--- config.mk ---
export PLATFORM = sky130hd
export DESIGN_NAME = pwrdn_ctrl_reg
export DESIGN_NICKNAME = d
export VERILOG_FILES = /design/src/rtl/pwrdn_pkg.sv /design/src/rtl/pwrdn_regfile.sv /design/src/rtl/pwrdn_sync.sv /design/src/rtl/pwrdn_sel.sv /design/src/rtl/pwrdn_ctrl_reg.sv
export SDC_FILE = /design/constraint.sdc
export NUM_CORES = 1
export LEC_CHECK = 0
export BUFFER_PORTS_ARGS = -buffer_cell sky130_fd_sc_hd__buf_2
export CORE_MARGIN = 2
export CORE_UTILIZATION = 45
export CTS_BUF_LIST = sky130_fd_sc_hd__clkbuf_8
export CTS_CLUSTER_DIAMETER = 120
export DETAILED_ROUTE_END_ITERATION = 8
export HOLD_SLACK_MARGIN = 0.1
export PLACE_DENSITY_LB_ADDON = 0.15
export SLEW_MARGIN = 40
export SYNTH_ARGS = -nofsm -noshare
export SYNTH_HDL_FRONTEND = slang
export SYNTH_SLANG_ARGS = --single-unit
export TNS_END_PERCENT = 30
--- constraint.sdc ---
create_clock -name clk_i -period 1.9 [get_ports clk_i]
set_input_delay 0.095 -clock clk_i [delete_from_list [all_inputs] [get_ports clk_i]]
set_output_delay 0.095 -clock clk_i [all_outputs]
set_load 0.02 [all_outputs]
--- src/rtl/pwrdn_pkg.sv ---
package pwrdn_pkg;
  localparam int CTRL_W    = 10;
  localparam int NUM_PATHS = 3;
  localparam int NUM_WIN   = 2;

  localparam int PATH_UL  = 0;
  localparam int PATH_DL  = 1;
  localparam int PATH_MID = 2;

  localparam int WIN_TX = 0;
  localparam int WIN_RX = 1;

  // bit order is the readback layout
  typedef struct packed {
    logic cm_sel;
    logic loop_en;
    logic mid_static;
    logic mid_pd;
    logic ul_static;
    logic ul_pd;
    logic dl_static;
    logic dl_pd;
    logic ext_cal;
    logic codec_rst;
  } ctrl_t;
endpackage

--- src/rtl/pwrdn_regfile.sv ---
module pwrdn_regfile
  import pwrdn_pkg::*;
#(
  parameter int ADDR_W   = 4,
  parameter int DATA_W   = 16,
  parameter int REG_ADDR = 7
) (
  input  logic              clk_i,
  input  logic              rst_ni,
  input  logic [ADDR_W-1:0] addr_i,
  input  logic              we_i,
  input  logic [DATA_W-1:0] wdata_i,
  output logic [DATA_W-1:0] rdata_o,
  output ctrl_t             ctrl_o
);
  localparam int PAD_W = DATA_W - CTRL_W;

  logic  hit;
  ctrl_t ctrl_q;

  assign hit = (addr_i == ADDR_W'(REG_ADDR));

  always_ff @(posedge clk_i or negedge rst_ni) begin
    if (!rst_ni)          ctrl_q <= '0;
    else if (we_i && hit) ctrl_q <= ctrl_t'(wdata_i[CTRL_W-1:0]);
  end

  assign rdata_o = hit ? {{PAD_W{1'b0}}, ctrl_q} : '0;
  assign ctrl_o  = ctrl_q;
endmodule

--- src/rtl/pwrdn_sync.sv ---
module pwrdn_sync #(
  parameter int WIDTH  = 2,
  parameter int STAGES = 2
) (
  input  logic             clk_i,
  input  logic             rst_ni,
  input  logic [WIDTH-1:0] d_i,
  output logic [WIDTH-1:0] q_o
);
  logic [WIDTH-1:0] stg_q [STAGES];

  always_ff @(posedge clk_i or negedge rst_ni) begin
    if (!rst_ni) stg_q[0] <= '0;
    else         stg_q[0] <= d_i;
  end

  for (genvar s = 1; s < STAGES; s++) begin : g_stage
    always_ff @(posedge clk_i or negedge rst_ni) begin
      if (!rst_ni) stg_q[s] <= '0;
      else         stg_q[s] <= stg_q[s-1];
    end
  end

  assign q_o = stg_q[STAGES-1];
endmodule

--- src/rtl/pwrdn_sel.sv ---
module pwrdn_sel #(
  parameter int NPATH = 3
) (
  input  logic             clk_i,
  input  logic             rst_ni,
  input  logic [NPATH-1:0] win_i,
  input  logic [NPATH-1:0] static_mode_i,
  input  logic [NPATH-1:0] static_pd_i,
  output logic [NPATH-1:0] pd_o
);
  for (genvar p = 0; p < NPATH; p++) begin : g_path
    logic pd_d, pd_q;
    // window low = powered down
    assign pd_d = static_mode_i[p] ? static_pd_i[p] : ~win_i[p];
    always_ff @(posedge clk_i or negedge rst_ni) begin
      if (!rst_ni) pd_q <= 1'b1;
      else         pd_q <= pd_d;
    end
    assign pd_o[p] = pd_q;
  end
endmodule

--- src/rtl/pwrdn_ctrl_reg.sv ---
module pwrdn_ctrl_reg
  import pwrdn_pkg::*;
#(
  parameter int ADDR_W      = 4,
  parameter int DATA_W      = 16,
  parameter int REG_ADDR    = 7,
  parameter int SYNC_STAGES = 2
) (
  input  logic              clk_i,
  input  logic              rst_ni,
  input  logic [ADDR_W-1:0] addr_i,
  input  logic              we_i,
  input  logic [DATA_W-1:0] wdata_i,
  output logic [DATA_W-1:0] rdata_o,
  input  logic              tx_win_i,
  input  logic              rx_win_i,
  output logic              ul_pd_o,
  output logic              dl_pd_o,
  output logic              mid_pd_o,
  output logic              codec_rst_o,
  output logic              ext_cal_o,
  output logic              loop_en_o,
  output logic              cm_sel_o
);
  ctrl_t                ctrl_q;
  logic [NUM_WIN-1:0]   win_raw, win_s;
  logic [NUM_PATHS-1:0] path_win, path_mode, path_spd, path_pd;

  pwrdn_regfile #(
    .ADDR_W(ADDR_W), .DATA_W(DATA_W), .REG_ADDR(REG_ADDR)
  ) u_regfile (
    .clk_i(clk_i), .rst_ni(rst_ni), .addr_i(addr_i), .we_i(we_i),
    .wdata_i(wdata_i), .rdata_o(rdata_o), .ctrl_o(ctrl_q)
  );

  assign win_raw[WIN_TX] = tx_win_i;
  assign win_raw[WIN_RX] = rx_win_i;

  pwrdn_sync #(.WIDTH(NUM_WIN), .STAGES(SYNC_STAGES)) u_sync (
    .clk_i(clk_i), .rst_ni(rst_ni), .d_i(win_raw), .q_o(win_s)
  );

  assign path_win[PATH_UL]   = win_s[WIN_TX];
  assign path_win[PATH_DL]   = win_s[WIN_RX];
  assign path_win[PATH_MID]  = win_s[WIN_TX];
  assign path_mode[PATH_UL]  = ctrl_q.ul_static;
  assign path_mode[PATH_DL]  = ctrl_q.dl_static;
  assign path_mode[PATH_MID] = ctrl_q.mid_static;
  assign path_spd[PATH_UL]   = ctrl_q.ul_pd;
  assign path_spd[PATH_DL]   = ctrl_q.dl_pd;
  assign path_spd[PATH_MID]  = ctrl_q.mid_pd;

  pwrdn_sel #(.NPATH(NUM_PATHS)) u_sel (
    .clk_i(clk_i), .rst_ni(rst_ni), .win_i(path_win),
    .static_mode_i(path_mode), .static_pd_i(path_spd), .pd_o(path_pd)
  );

  assign ul_pd_o     = path_pd[PATH_UL];
  assign dl_pd_o     = path_pd[PATH_DL];
  assign mid_pd_o    = path_pd[PATH_MID];
  assign codec_rst_o = ctrl_q.codec_rst;
  assign ext_cal_o   = ctrl_q.ext_cal;
  assign loop_en_o   = ctrl_q.loop_en;
  assign cm_sel_o    = ctrl_q.cm_sel;
endmodule

==> results of run 1 <==
flip-flops by register name, summed over array words and instances (netlist names):
signal / flops
u_sel.g_path.pd_q: 3
u_regfile.ctrl_o: 10
u_sync.stg_q: 2
u_sync.q_o: 2
metrics by stage:
| stage | total power, uW | hold WS (ps) | instances | setup WS (ps) |
|---|---|---|---|---|
| floorplan | 623 | -201 | 58 | 957 |
| global placement | 681 | 25.6 | 102 | 723 |
| detailed placement | 692 | 30.8 | 102 | 705 |
| CTS | 964 | 306 | 119 | 866 |
| global route | 1010 | 305 | 119 | 820 |
| finish | 952 | 303 | 119 | 878 |
Yosys cell counts:
cell / number
and2_1: 10
mux2i_1: 3
nand2_4: 1
and4b_2: 1
inv_1: 3
clkbuf_1: 1
buf_4: 6
dfstp_2: 3
dfrtp_1: 14
conb_1: 1
mux2_2: 10
per-layer routing:
metal	up-vias	share of wire	global-route usage
met2	23	0.58	0.324
li1	258	-	-
met5	-	0	0
met4	0	0.0058	0.0909
met3	2	0.058	0.0286
met1	257	0.36	0.151
power groups by stage:
stage	logic, uW	registers (uW)	clock network, uW
2_1_floorplan	95.8	527	0
3_3_place_gp	199	482	0
3_5_place_dp	205	487	0
4_1_cts	225	480	259
5_1_grt	243	491	276
6_report	223	480	250
cells by family after synthesis:
family | synth area share
buf+inv | 0.0833
flops | 0.595
mux | 0.198
other cells | 0.00520
simple gates | 0.118
worst max path at each step:
stage | cells past startpoint | start | endpoint
after floorplan | 3 | addr_i[3] | rdata_o[0]
after global placement | 4 | addr_i[3] | u_regfile.ctrl_o[0]$_DFFE_PN0P_
after detailed placement | 4 | addr_i[3] | u_regfile.ctrl_o[2]$_DFFE_PN0P_
after CTS | 2 | u_regfile.ctrl_o[5]$_DFFE_PN0P_ | rdata_o[5]
after global routing | 4 | addr_i[3] | rdata_o[9]
final | 2 | u_regfile.ctrl_o[3]$_DFFE_PN0P_ | rdata_o[3]
placed cells by master (no fill, tap or decap):
cell type      synthesis  final
buf_2                  0     35
dfrtp_1               14     14
dlygate4sd3_1          0     13
and2_1                10     10
mux2_2                10     10
conb_1                 1      6
inv_1                  3      4
mux2i_1                3      3
clkbuf_8               0      3
dfstp_2                3      3
and4b_2                1      1
nand2_4                1      1
worst max-delay path, cell delays in order (launching register included):
cell and delay (ps):
dfrtp_1 400, and2_1 140, buf_2 150
area by class of cell:
class                   instances  area [um2]
repair buffers                 48         305
well taps                      16        20.0
multi-input cells              31         250
fillers                       124         445
flip-flops and latches         17         429
inverters                       3        11.3
clock inverters                 1        3.75
clock buffers                   3        41.3
==> metrics.cfg, run 1 <==
[critical_path]
worstReg2RegStart = u_regfile.ctrl_o[5]$_DFFE_PN0P_
worstPathMaxFanout = 3
rr_endpoint = u_regfile.ctrl_o[5]$_DFFE_PN0P_
rrSetupSlack_ps = 1120
end_kind = output port
crit_path_start_kind = register
worstPathRequired_ps = 1800
ff2ff_path_depth = 1
crit_type = reg2out
worst-endpoint-arrival_ps = 930

[global_routing]
grt_pass1_vias = 562
grt_first_pass_wirelength_mm = 2.21
grt_max_degree = 18
antenna_found_initial = 0
grt-ovfl-total = 0
gr-usage-all-layers = 0.163

[die]
fp.dieH_um = 44.0
die_w_um = 44.0
core_um2 = 1510
rows = 14
dieArea_um2 = 1940
initial_utilization = 0.478
ios = 48

[logic_synthesis]
synth_largest_area_cell = dfrtp_1
ys_seq_elements = 17
ys_seq_area_frac = 0.595
ys_types = 11
syn_area_per_cell_um2 = 13.6
synth_top_area_frac = 0.486
yosys_warnings = 0
synth.area.top_cells = dfrtp_1 (49%), mux2_2 (16%), dfstp_2 (11%), and2_1 (8.7%), buf_4 (6.3%)
syn_inst = 53
netlist_area_um2 = 721

[hold_path]
min_path_type = in2reg
hold_start = we_i
min_to = u_regfile.ctrl_o[3]$_DFFE_PN0P_
whs_path_depth = 3

[flow_run]
max-cap-violations = 0

[layout]
final_util = 0.704
num_antenna_cells = 0
drive_gt1_frac = 0.515
final_nets = 129
syn2layout_area_growth_pct = 47.2
fin_area_um2 = 1060

[clock_tree]
cts_sinks = 17
clockRootBuffer = clkbuf_8
clock_latency_ps = 240
clkTransAtPathRegs_ps = 60
cts_resized = 0
cts_buffers = 3
tritoncts = built
postCtsHoldBufs = 13
htree_levels = 1
cts_setup_buffers = 0
clockBufferDepth = 2

[power]
power.internal_uw = 694
p_clk_frac = 0.262
p_switching_uw = 258
power.density_nw_per_um2 = 897
seqPwrFrac = 0.504
irDropWorstVdd_v = 0.000577
swShare = 0.271
p_leak_uw = 0.000575
p_comb_frac = 0.234

[run_status]
status = finished clean

[routing]
drt_pass1_iterations = 2
drc = 0
vias = 540
postRouteAntennaNets = 0
vias_per_cell = 4.54
finalWirelength_mm = 1.37
wl_per_cell_um = 11.5
first_iter_violations = 1

[placement]
io_buffers = 35
place_congestion = 0.573
placed_area_um2 = 886

[sta]
min_period_ps = 1020
fmaxAchievable_mhz = 979
skew_ps = 1.82
fin_crit_sh = 0.538
finalHoldViolCount = 0
setup-violations-final = 0
rsz0062_at_grt = no
fin_tns_setup_ps = 0
drv_slew = 0

(Power assumes the default switching activity.)
==> run 2, diff against run 1 <==
Settings changed: ABC_AREA from default to 1, CORE_UTILIZATION 45 to 39.
Clock period 1.9 ns to 0.9 ns, I/O delays scaled along.
==> metrics.cfg, run 2 <==
[run_status]
status = finished, violations left
violations = setup timing

[die]
rows = 16  ; +2
core_um2 = 1920  ; +28%
fp.dieH_um = 48.8  ; +11%
initial_utilization = 0.407  ; -0.0715
dieArea_um2 = 2380  ; +23%
die_w_um = 48.8  ; +11%
ios = 48  ; unchanged

[layout]
final_nets = 174  ; +35%
fin_area_um2 = 1230  ; +16%
fill_cells = 180  ; +45%
layout_commonest_cell = nand2_1
multi_input_area_um2 = 256  ; +2.5%
syn2layout_area_growth_pct = 57.4
layout_common_cells = nand2_1 (23), buf_2 (22), buf_4 (17)
largest_reg_flops = 10  ; unchanged
num_antenna_cells = 0  ; unchanged
seqCellArea_um2 = 429  ; unchanged
drive_gt1_frac = 0.405  ; -0.109

[logic_synthesis]
netlist_area_um2 = 782  ; +8.5%
syn_area_per_cell_um2 = 8.59  ; -37%
ys_async_sr_fraction = 1.00  ; unchanged
synth.most_common_cell = nand2_1
yosys_warnings = 0  ; unchanged
synth-edff-count = 0  ; unchanged
syn_inst = 91  ; +72%
synth-main-ff-cell = dfrtp_1
ys_seq_elements = 17  ; unchanged
ys_seq_area_frac = 0.549  ; -0.0467
synth.area.top_cells = dfrtp_1 (45%), nand2_1 (11%), dfstp_2 (10%), nand3_1 (6.4%), buf_4 (5.8%)
ys_types = 15  ; +4
synthTopCellsByCount = nand2_1 (23), dfrtp_1 (14), inv_1 (12)
synth_top_area_frac = 0.448  ; -0.0381
synth_largest_area_cell = dfrtp_1

[global_routing]
grt_max_degree = 18  ; unchanged
grt_first_pass_wirelength_mm = 2.84  ; +28%
gr-usage-all-layers = 0.150  ; -0.0128
grt-ovfl-total = 0  ; unchanged
antenna_found_initial = 0  ; unchanged
grt_pass1_vias = 690  ; +23%

[routing]
first_iter_violations = 6  ; +5
vias_per_cell = 4.13  ; -9.0%
postRouteAntennaNets = 0  ; unchanged
drc = 0  ; unchanged
finalWirelength_mm = 1.68  ; +23%
wl_per_cell_um = 9.62  ; -17%
vias = 723  ; +34%
drt_pass1_iterations = 2  ; unchanged

[power]
irDropWorstVdd_v = 0.000820  ; +42%
p_leak_uw = 0.000669  ; +16%
power.density_nw_per_um2 = 1730  ; +93%

[sta]
fin_crit_sh = 1.07
drv_slew = 0  ; unchanged
fmaxAchievable_mhz = 1040
finalHoldViolCount = 0  ; unchanged
skew_ps = 1.94  ; +0.115 ps
fin_tns_setup_ps = -321  ; -321 ps
setup-violations-final = 13  ; +13
layout_setup_ws_ps = -59.4  ; -938 ps
rsz0062_at_grt = yes
min_period_ps = 959

[critical_path]
worst-endpoint-arrival_ps = 910  ; -20 ps
crit_type = reg2out
path_cells = inv_1 -> nor2_1 -> buf_4
cp_slowest_cell = dfrtp_1
worstPathRequired_ps = 850  ; -950 ps
max_stage_delay_ps = 370  ; -30 ps
crit_path_start_kind = register
end_kind = output port
worstPathMaxFanout = 3  ; unchanged

[clock_tree]
clockBufferDepth = 2  ; unchanged
clock_latency_ps = 240  ; about the same
tritoncts = built
cts_buffers = 3  ; unchanged
htree_levels = 1  ; unchanged
clkTransAtPathRegs_ps = 60  ; about the same
cts_sinks = 17  ; unchanged
clockRootBuffer = clkbuf_8

[placement]
place_congestion = 0.713  ; +24%
dpl_worst_slack_ps = 117  ; -588 ps
dp_hpwl_mm = 1.09
io_buffers = 35  ; unchanged
placed_area_um2 = 957  ; +8.1%

[flow_run]
max-cap-violations = 0  ; unchanged

[hold_path]
min_path_type = in2reg

==> run 2: logic make-up after synthesis <==
group | after synthesis | share of synthesized area
other | 1 | 0.00480
flip-flops | 17 | 0.549
AND/OR/NAND/NOR | 48 | 0.274
AO/OA/AOI/OAI | 3 | 0.0192
buffers and inverters | 22 | 0.154
==> run 2: routing by layer <==
metal / track usage / routed length (um)
met1: 0.189 / 748
met2: 0.269 / 862
met3: 0.0276 / 66
met4: 0.0286 / 6
met5: 0 / 0
==> run 2: final timing paths <==
| kind | startpoint | to | slack (ps) | cells after the start |
|---|---|---|---|---|
| worst min register to register | u_sync.stg_q[2]$_DFF_PN0_ | u_sync.q_o[0]$_DFF_PN0_ | 350 | 0 |
| worst max register to register | u_regfile.ctrl_o[3]$_DFFE_PN0P_ | u_regfile.ctrl_o[3]$_DFFE_PN0P_ | 40 | 4 |
| min in group asynchronous | rst_ni | u_regfile.ctrl_o[0]$_DFFE_PN0P_ | 250 | 2 |
| worst min-delay path | we_i | u_regfile.ctrl_o[4]$_DFFE_PN0P_ | 240 | 4 |
| worst max-delay path | u_regfile.ctrl_o[1]$_DFFE_PN0P_ | rdata_o[1] | -60 | 3 |
| max in group asynchronous | rst_ni | u_sel.g_path[1].pd_q$_DFF_PN1_ | 350 | 2 |
==> run 2: layout make-up <==
type,instances,share of cell area
flip-flops and latches,17,0.349
repair buffers,56,0.335
multi-input cells,57,0.208
inverters,14,0.0427
clock buffers,3,0.0335
well taps,27,0.0274
clock inverters,1,0.00407
==> run 2: power by group <==
group          switching (uW)  total [uW]  internal (uW)  leakage, uW
registers                73.5         986            912     0.000205
logic                     314         601            286     0.000438
clock network             240         546            306    0.0000255
==> run 2: repair_timing <==
| action | in CTS | in global routing |
|---|---|---|
| buffers inserted | 5 | 1 |
| setup endpoints to repair | 13 | 13 |
| hold endpoints to repair | 29 | 0 |
| gates resized for setup | 16 | 5 |
| pin swaps | 7 | 0 |
| hold buffers | 13 | 0 |
==> run 2: worst max-delay path: cells and delay by family (launching register included) <==
family / cells / cell delay (ps)
buffers and inverters: 2 / 190
flip-flops: 1 / 370
AND/OR/NAND/NOR: 1 / 100
==> run 2: through the flow <==
| step | instances | power [uW] | hold WS [ps] | util |
|---|---|---|---|---|
| 2_1_floorplan | 96 | 1280 | -251 | - |
| 3_3_place_gp | 152 | 1410 | -16.4 | 0.498 |
| 3_5_place_dp | 152 | 1420 | -19.4 | 0.498 |
| 4_1_cts | 174 | 2120 | 235 | 0.632 |
| 5_1_grt | 175 | 2280 | 250 | 0.641 |
| 6_report | 175 | 2130 | 244 | 0.641 |
==> run 3, diff against run 2 <==
Settings changed: CORE_UTILIZATION 39 to 43, SETUP_SLACK_MARGIN from default to 0.02.
Clock period 0.9 ns to 1 ns, I/O delays scaled along.
==> metrics.cfg, run 3 (synthesized netlist as in run 2, its figures left out) <==
[run_status]
status = finished clean

[layout]
final_nets = 170  ; -2.3%
layout_commonest_cell = buf_2
fill_cells = 155  ; -14%
final_util = 0.683  ; +0.0420
largest_reg_flops = 10  ; unchanged
drive_gt1_frac = 0.375  ; -0.0304
num_antenna_cells = 0  ; unchanged
layout_common_cells = buf_2 (25), nand2_1 (23), dfrtp_1 (14)
syn2layout_area_growth_pct = 50.7

[clock_tree]
clkTransAtPathRegs_ps = 60  ; about the same
clock_latency_ps = 240  ; about the same
clockRootBuffer = clkbuf_8
htree_levels = 1  ; unchanged
clockBufferDepth = 2  ; unchanged
cts_sinks = 17  ; unchanged
cts_buffers = 3  ; unchanged
tritoncts = built

[routing]
drc = 0  ; unchanged
vias = 723  ; unchanged
wl_per_cell_um = 9.71  ; +0.97%
vias_per_cell = 4.28  ; +3.6%
first_iter_violations = 7  ; +1
postRouteAntennaNets = 0  ; unchanged
finalWirelength_mm = 1.64  ; -2.5%
drt_pass1_iterations = 4  ; +2

[power]
p_leak_uw = 0.000646  ; -3.3%
power.density_nw_per_um2 = 1540  ; -11%
power.total_uw = 1810  ; -15%
irDropWorstVdd_v = 0.00101  ; +24%

[sta]
worst_hold_slack_ps = 243  ; -0.977 ps
skew_ps = 3.42  ; +1.48 ps
finalHoldViolCount = 0  ; unchanged
rsz0062_at_grt = yes
setup-violations-final = 0  ; -13
fmaxAchievable_mhz = 1040
drv_slew = 0  ; unchanged
fin_crit_sh = 0.957
min_period_ps = 957

[critical_path]
worstPathMaxFanout = 2  ; -1
crit_type = reg2out
end_kind = output port
worstPathRequired_ps = 950  ; +100 ps
worst-endpoint-arrival_ps = 910  ; about the same
crit_path_start_kind = register

[flow_run]
max-cap-violations = 0  ; unchanged

[die]
die_w_um = 46.6  ; -4.4%
rows = 15  ; -1
ios = 48  ; unchanged
fp.dieH_um = 46.6  ; -4.4%
dieArea_um2 = 2180  ; -8.6%
initial_utilization = 0.453  ; +0.0460
core_um2 = 1730  ; -10%

[global_routing]
grt_max_degree = 18  ; unchanged
grt_first_pass_wirelength_mm = 2.65  ; -6.6%
antenna_found_initial = 0  ; unchanged
gr-usage-all-layers = 0.180  ; +0.0297
grt_pass1_vias = 619  ; -10%
grt-ovfl-total = 0  ; unchanged

[placement]
place_congestion = 0.722  ; +1.2%
io_buffers = 35  ; unchanged
dp_hpwl_mm = 1.09  ; +0.45%

[hold_path]
min_path_type = in2reg

[run 3: final timing paths]
path / from / slack, ps / cells past startpoint / to
worst max-delay path: u_regfile.ctrl_o[4]$_DFFE_PN0P_ / 40 / 3 / rdata_o[4]
worst min-delay path: we_i / 240 / 4 / u_regfile.ctrl_o[4]$_DFFE_PN0P_
worst max register to register: u_regfile.ctrl_o[4]$_DFFE_PN0P_ / 260 / 3 / u_regfile.ctrl_o[4]$_DFFE_PN0P_
worst min register to register: u_sync.stg_q[3]$_DFF_PN0_ / 360 / 0 / u_sync.q_o[1]$_DFF_PN0_
max in group asynchronous: rst_ni / 440 / 2 / u_sel.g_path[0].pd_q$_DFF_PN1_
min in group asynchronous: rst_ni / 250 / 2 / u_regfile.ctrl_o[1]$_DFFE_PN0P_
[run 3: worst max-delay path, stage by stage (launching register included)]
cell     delay (ps)
dfrtp_1         360
inv_1            50
nor2_2          110
buf_4           140
[run 3: repair_timing]
item                                    CTS  global route
endpoints found under the hold margin    29             0
gates cloned                              0             0
endpoints found under the setup margin    1            11
pin swaps                                 0             4
gates resized for setup                   1            12
hold buffers                             13             0
buffers inserted                          1             1
[run 3: per-layer routing]
metal	GRT usage	part of all wire	vias up
met5	0	0	-
met1	0.217	0.42	324
met3	0.0392	0.054	4
met2	0.303	0.51	29
li1	-	-	366
met4	0.0833	0.016	0
[run 3: report_power, final]
part / internal [uW] / switching (uW)
sequential: 821 / 66.9
combinational: 193 / 262
clock: 271 / 200
[run 3: layout make-up]
type	instances	area, um2	share of cell area
clock buffers	3	41.3	0.0350
clock inverters	1	3.75	0.00318
inverters	14	52.6	0.0446
multi-input cells	57	256	0.218
flip-flops and latches	17	429	0.364
well taps	25	31.3	0.0265
repair buffers	52	364	0.309
[run 3: stage by stage]
stage	std cells	cell area, um2	TNS, ps	worst slack, ps
final	169	1180	0	42.9
after global routing	169	1180	-59.7	-22.3
after CTS	168	1140	0	31.2
after detailed placement	150	955	0	223
after global placement	150	955	0	232
after floorplan	96	801	0	144
